[src/rtl/kbms_pkg.sv]
package kbms_pkg;
    localparam int WIN_AW = 12;
    localparam int BYTE_W = 8;

    // status word bit positions
    localparam int ST_TXEMPTY = 6;
    localparam int ST_RXFULL  = 4;
    localparam int ST_PARITY  = 2;

    // control bits feeding the interrupt
    localparam int CB_FORCE = 3;
    localparam int CB_RXIE  = 4;

    typedef enum logic [2:0] {
        RG_CTRL,
        RG_STAT,
        RG_DATA,
        RG_DIV,
        RG_IRQ,
        RG_ID,
        RG_NONE
    } region_t;
endpackage

[src/rtl/kbms_decode.sv]
module kbms_decode
    import kbms_pkg::*;
(
    input  logic [WIN_AW-1:0] addr,
    output region_t           region,
    output logic [2:0]        id_idx
);
    always_comb begin
        id_idx = addr[4:2];
        if (addr[WIN_AW-1:5] == 7'h7F) begin
            region = RG_ID;
        end else begin
            case (addr[WIN_AW-1:2])
                10'd0:   region = RG_CTRL;
                10'd1:   region = RG_STAT;
                10'd2:   region = RG_DATA;
                10'd3:   region = RG_DIV;
                10'd4:   region = RG_IRQ;
                default: region = RG_NONE;
            endcase
        end
    end
endmodule

[src/rtl/kbms_idrom.sv]
module kbms_idrom
    import kbms_pkg::*;
(
    input  logic [2:0]        idx,
    output logic [BYTE_W-1:0] id_byte
);
    always_comb begin
        case (idx)
            3'd0:    id_byte = 8'h50;
            3'd1:    id_byte = 8'h10;
            3'd2:    id_byte = 8'h04;
            3'd3:    id_byte = 8'h00;
            3'd4:    id_byte = 8'h0D;
            3'd5:    id_byte = 8'hF0;
            3'd6:    id_byte = 8'h05;
            default: id_byte = 8'hB1;
        endcase
    end
endmodule

[src/rtl/kbms_parity.sv]
module kbms_parity #(
    parameter int W = 8
) (
    input  logic [W-1:0] din,
    output logic         odd
);
    logic [W:0] acc;
    assign acc[0] = 1'b0;
    for (genvar gi = 0; gi < W; gi++) begin : g_chain
        assign acc[gi+1] = acc[gi] ^ din[gi];
    end
    assign odd = acc[W];
endmodule

[src/rtl/kbms_regif.sv]
module kbms_regif
    import kbms_pkg::*;
#(
    parameter int DATA_W = 32,
    parameter int CTRL_W = 8,
    parameter int DIV_W  = 8
) (
    input  logic                clk,
    input  logic                rst_n,
    input  logic                bus_sel,
    input  logic                bus_wr,
    input  logic [WIN_AW-1:0]   bus_addr,
    input  logic [DATA_W-1:0]   bus_wdata,
    output logic [DATA_W-1:0]   bus_rdata,
    output logic                irq,
    input  logic                rx_pending,
    input  logic [BYTE_W-1:0]   rx_byte,
    output logic                rx_pop,
    output logic [BYTE_W-1:0]   tx_byte,
    output logic                tx_write
);
    typedef struct packed {
        logic [CTRL_W-1:0] ctrl;
        logic [DIV_W-1:0]  div;
        logic [BYTE_W-1:0] last;
        logic [DATA_W-1:0] rdata;
    } regs_t;

    regs_t regs_d, regs_q;

    region_t           region;
    logic [2:0]        id_idx;
    logic [BYTE_W-1:0] id_byte;
    logic              last_odd;
    logic              rd_en, wr_en;
    logic [DATA_W-1:0] stat_word, irqs_word;

    kbms_decode u_dec (
        .addr   (bus_addr),
        .region (region),
        .id_idx (id_idx)
    );

    kbms_idrom u_id (
        .idx     (id_idx),
        .id_byte (id_byte)
    );

    kbms_parity #(.W(BYTE_W)) u_par (
        .din (regs_q.last),
        .odd (last_odd)
    );

    assign rd_en = bus_sel & ~bus_wr;
    assign wr_en = bus_sel & bus_wr;

    always_comb begin
        stat_word              = '0;
        stat_word[ST_TXEMPTY]  = 1'b1;
        stat_word[ST_RXFULL]   = rx_pending;
        stat_word[ST_PARITY]   = last_odd;
        irqs_word              = '0;
        irqs_word[1]           = 1'b1;
        irqs_word[0]           = rx_pending;
    end

    always_comb begin
        regs_d   = regs_q;
        rx_pop   = 1'b0;
        tx_write = 1'b0;
        tx_byte  = bus_wdata[BYTE_W-1:0];

        if (wr_en) begin
            case (region)
                RG_CTRL: regs_d.ctrl = bus_wdata[CTRL_W-1:0];
                RG_DIV:  regs_d.div  = bus_wdata[DIV_W-1:0];
                RG_DATA: tx_write    = 1'b1;
                default: ;
            endcase
        end

        if (rd_en) begin
            case (region)
                RG_CTRL: regs_d.rdata = DATA_W'(regs_q.ctrl);
                RG_STAT: regs_d.rdata = stat_word;
                RG_DATA: begin
                    if (rx_pending) begin
                        rx_pop      = 1'b1;
                        regs_d.last = rx_byte;
                    end
                    regs_d.rdata = DATA_W'(regs_d.last);
                end
                RG_DIV:  regs_d.rdata = DATA_W'(regs_q.div);
                RG_IRQ:  regs_d.rdata = irqs_word;
                RG_ID:   regs_d.rdata = DATA_W'(id_byte);
                default: regs_d.rdata = '0;
            endcase
        end
    end

    always_ff @(posedge clk or negedge rst_n) begin
        if (!rst_n) begin
            regs_q <= '0;
        end else begin
            regs_q <= regs_d;
        end
    end

    assign bus_rdata = regs_q.rdata;
    assign irq       = (rx_pending & regs_q.ctrl[CB_RXIE]) | regs_q.ctrl[CB_FORCE];
endmodule

[config.mk]
export PLATFORM = sky130hd
export DESIGN_NAME = kbms_regif
export DESIGN_NICKNAME = d
export VERILOG_FILES = /design/src/rtl/kbms_pkg.sv /design/src/rtl/kbms_decode.sv /design/src/rtl/kbms_idrom.sv /design/src/rtl/kbms_parity.sv /design/src/rtl/kbms_regif.sv
export SDC_FILE = /design/constraint.sdc
export NUM_CORES = 1
export LEC_CHECK = 0
export CAP_MARGIN = 0
export CORE_MARGIN = 5
export CORE_UTILIZATION = 42
export DETAILED_ROUTE_END_ITERATION = 16
export PLACE_DENSITY_LB_ADDON = 0.12
export SYNTH_ARGS = -nofsm -noshare
export SYNTH_HDL_FRONTEND = slang
export SYNTH_HIERARCHICAL = 1
export SYNTH_SLANG_ARGS = --single-unit
export TNS_END_PERCENT = 10
[constraint.sdc]
create_clock -name clk -period 4 [get_ports clk]
set_input_delay 1 -clock clk [delete_from_list [all_inputs] [get_ports clk]]
set_output_delay 1 -clock clk [all_outputs]
set_load 0.02 [all_outputs]
==> flow_results.org <==
** STA
- The worst path needs 3830 ps of the cycle, external delays included.
- Relative max-transition margin :: 65.3%
- The worst path uses 95.8% of the clock period.
- Setup Viol. Count Final :: 0
- Final WS setup :: 166 ps
- Number of failing hold endpoints at the final stage :: 0
- Timing would allow up to 261 MHz.
- Across all hold checks on the routed design, the worst slack comes to 481 ps.
- RSZ-0062 raised after global routing :: no
- Transition time of the tightest slew-check pin :: 517 ps
- Clock skew :: 5.08 ps
- Final Slew Violations :: 0

** Finish
- In the layout the commonest cells are 44 x clkdlybuf4s50_1, 32 x dfrtp_1, 26 x buf_4.
- Counting the fill cells in the layout gives 494.
- Number of nets in the layout :: 319
- The repair_antennas step left the layout with diodes totalling 0.
- Layout cell share with drive strength beyond 1 :: 28.2%
- Area used by multi-input combinational logic :: 1070 sq um
- Area taken by flip-flops and latches :: 801 sq um
- Utilization of the core after routing :: 53.7%
- Most frequent standard cell in the layout excluding fill and tap cells :: clkdlybuf4s50_1
- Area overhead of the layout relative to synthesis :: 25.4%

** Power
- Max IR drop VDD :: 0.188 mV
- Portion of total power attributed to the clock network :: 34.0%
- The analysis attributes to net switching a power of 172 uW.
- Combinational fraction of design power :: 17.0%
- Pwr per Cell Area :: 245 nW/um^2
- Leakage power summed over all cells :: 1.30 nW
- Reg power frac :: 49.0%
- Cell internal power was estimated by the tool at 496 uW.
- Switching power share of the total :: 25.8%

** CTS
- Maximum count of clock buffers along a single path :: 2
- Number of buffers inserted for hold repair after clock tree synthesis :: 0
- Clk root buf :: clkbuf_8
- The later pin in the worst-skew pair is clocked with a latency of 280 ps.
- The H-tree was split into 2 levels.
- Clock-pin slew was measured on the worst setup and hold paths at 60 ps.
- Buffers inserted during clock tree synthesis total 5.
- CTS saw 32 sinks.
- TritonCTS clock tree :: yes

** Synthesis
- Summing the areas of all and, or, nand and nor instances in the mapped netlist gives 10.5% of the synthesized area.
- Synthesis produced a netlist whose cell count is 210.
- In the post-synthesis netlist, the biggest area contributors are dfrtp_1 37%, buf_4 16%, mux2_2 12%, mux2_4 5.5%, a22o_1 2.8%.
- Mean area per synthesized cell :: 10.4 sq um
- Fraction of post-synthesis cell area in the top cell type by area :: 36.8%
- Sequential area share after synthesis :: 36.8%
- Flip-flop and latch count after synthesis :: 32
- XOR/XNOR share of the synthesized area :: 2.82%
- Summing the areas of all fa, ha and maj instances in the mapped netlist gives 0% of the synthesized area.
- Combinational family with the most area after synthesis :: multiplexers
- For this run, the number of Yosys warnings is 6.
- The portion of synthesized area spent on multiplexers is 19.3%.
- In this run the cell area of the synthesized design comes to 2170 sq um.
- Summing the areas of all compound-gate instances in the mapped netlist gives 11.2% of the synthesized area.
- The netlist uses 40 different library cells.
- Cell type with the highest aggregate area in the netlist :: dfrtp_1

** Worst hold path
- The worst hold path terminates at bus_rdata[5]$_DFFE_PN0P_.
- Count of cells along the worst hold path :: 2
- Path type of the worst min-delay path :: flip-flop to flip-flop
- Worst min-delay path startpoint :: bus_rdata[5]$_DFFE_PN0P_

** Place
- Buffers placed on the I/O ports in this run total 49.
- Prior to clock tree synthesis, the placed netlist has a worst setup slack of -420 ps.
- The congestion estimate from routability-driven global placement came to 0.829.
- After legalization and detailed placement, the total HPWL measured 3590 microns.

** Setup path
- The worst register-to-register path ends at bus_rdata[2]$_DFFE_PN0P_.
- Critical Path Start :: bus_addr[7]
- Along the worst path, the maximum fanout reaches 2.
- Setup slack on the worst flop-to-flop path :: 2490 ps
- The worst setup path is launched from an input pin.
- For the worst flop-to-flop path, the logic depth is 7.
- Critical register-to-register path startpoint :: regs_q[33]$_DFFE_PN0P_
- Data on the critical path is required at its endpoint by 3000 ps.
- Arrival time of data at the critical path endpoint :: 2830 ps
- The critical path in this run is classified as input pin to output port.
- The worst setup path is captured at an output port.

** Global route
- In the global route stage, overall resource usage came out at 15.4%.
- Via count of the first global-routing pass :: 1547
- Global routing finished with a remaining overflow of 0.
- Number of antenna violations at the first check in global routing :: 0
- Wire length of the first global-routing pass :: 7670 microns
- Maximum number of pins on one net before global-route repair :: 33

** Floorplanning
- The die is 82.0 microns wide.
- In this run the vertical extent of the chip is 82.0 microns.
- Once the floorplan was initialized, standard cells occupied 42.9% of the core.
- Standard-cell rows :: 26
- Core Footprint :: 5070 sq um
- The floorplan step defined a die boundary enclosing 6720 sq um.
- In this run the count of I/O pins placed on the die edge is 100.

** Detailed routing
- For this block, the initial DRC count from the detailed router was 37.
- Using the TritonRoute via totals, the vias-per-cell ratio works out to 4.67.
- Residual DRC :: 0
- Number of antenna-violating nets in the routed design :: 0
- Summed over all layers, the routed wires come to 4730 microns.
- Across all layers, the routed design uses 1551 vias.
- Post-DR wirelength/cell :: 14.2 microns
- The pre-antenna-repair detailed-routing pass consisted of 4 iterations.

** Flow run
- Max-cap violations in this run came to 0.

** Status
- Outcome :: completed
## worst max path at each step
stage / end
global placement: tx_write
floorplan: tx_write
finish: rx_pop
global route: rx_pop
detailed placement: tx_write
CTS: tx_write
## logic make-up (layout without fill, tap and decap cells)
kind of cell    count (synthesis)  after routing
compound gates                 36             36
xor+xnor                        7              7
buf+inv                        57             86
flops                          32             32
mux                            35             35
other cells                     2             25
simple gates                   41             41
## synthesized netlist by cell type (all sizes together)
library cell / number
a21boi: 2
a21o: 1
a21oi: 9
a222oi: 3
a22o: 7
a22oi: 1
a31o: 1
a31oi: 1
and3: 3
buf: 52
clkbuf: 1
conb: 2
dfrtp: 32
inv: 4
mux2: 32
mux2i: 3
nand2: 13
nand2b: 1
nand3: 3
nand3b: 2
nand4: 1
nor2: 8
nor2b: 3
nor3: 2
nor3b: 2
nor4: 1
o21ai: 10
o311ai: 1
or2: 1
or4: 1
xnor2: 6
xor2: 1
## sequential cells by signal, indices dropped and copies added (netlist names)
signal / cells
bus_rdata: 8
regs_q: 24
## critical path, stage by stage
cell and delay (ps):
clkdlybuf4s50_1 420, or4_1 450, nor4_4 180, buf_4 160, a31o_1 220, nor3b_4 70
and3_1 180, buf_2 160
## power by group through the flow
stage / Clock [mW] / Sequential, mW / Combinational [mW]
4_1_cts: 0.233 / 0.328 / 0.114
3_5_place_dp: 0 / 0.334 / 0.114
3_3_place_gp: 0 / 0.334 / 0.114
5_1_grt: 0.253 / 0.328 / 0.124
6_report: 0.227 / 0.328 / 0.114
2_1_floorplan: 0 / 0.334 / 0.0812
## cell type report
class	count	area share, %
Sequential cell	32	29.4
Clock buffer	6	2.66
Tap cell	70	3.21
Inverter	4	0.551
Multi-Input combinational cell	144	39.1
Timing Repair Buffer	75	24.9
Clock inverter	1	0.184
## what timing repair did
| item | in CTS | in global routing |
|---|---|---|
| buffers inserted | 11 | 0 |
| hold endpoints to repair | 0 | 0 |
| resized for setup | 15 | 3 |
| pin swaps | 4 | 1 |
| endpoints found under the setup margin | 2 | 3 |
## per-stage QoR
step	total power, mW	TNS, ps	instance area (sq um)	cells
global placement	0.447	-824	2550	314
floorplan	0.415	0	2260	233
finish	0.669	0	2730	332
global route	0.705	0	2730	332
detailed placement	0.447	-811	2550	314
CTS	0.675	0	2720	332
## routing by layer
metal	routed length, microns	GRT usage [%]	vias to the layer above
met5	0	0	-
met4	48	4.15	0
met3	278	5.26	4
met2	2200	23.7	45
met1	2200	20.4	736
li1	-	-	766
Note: power is estimated with default switching activity, not from simulation.
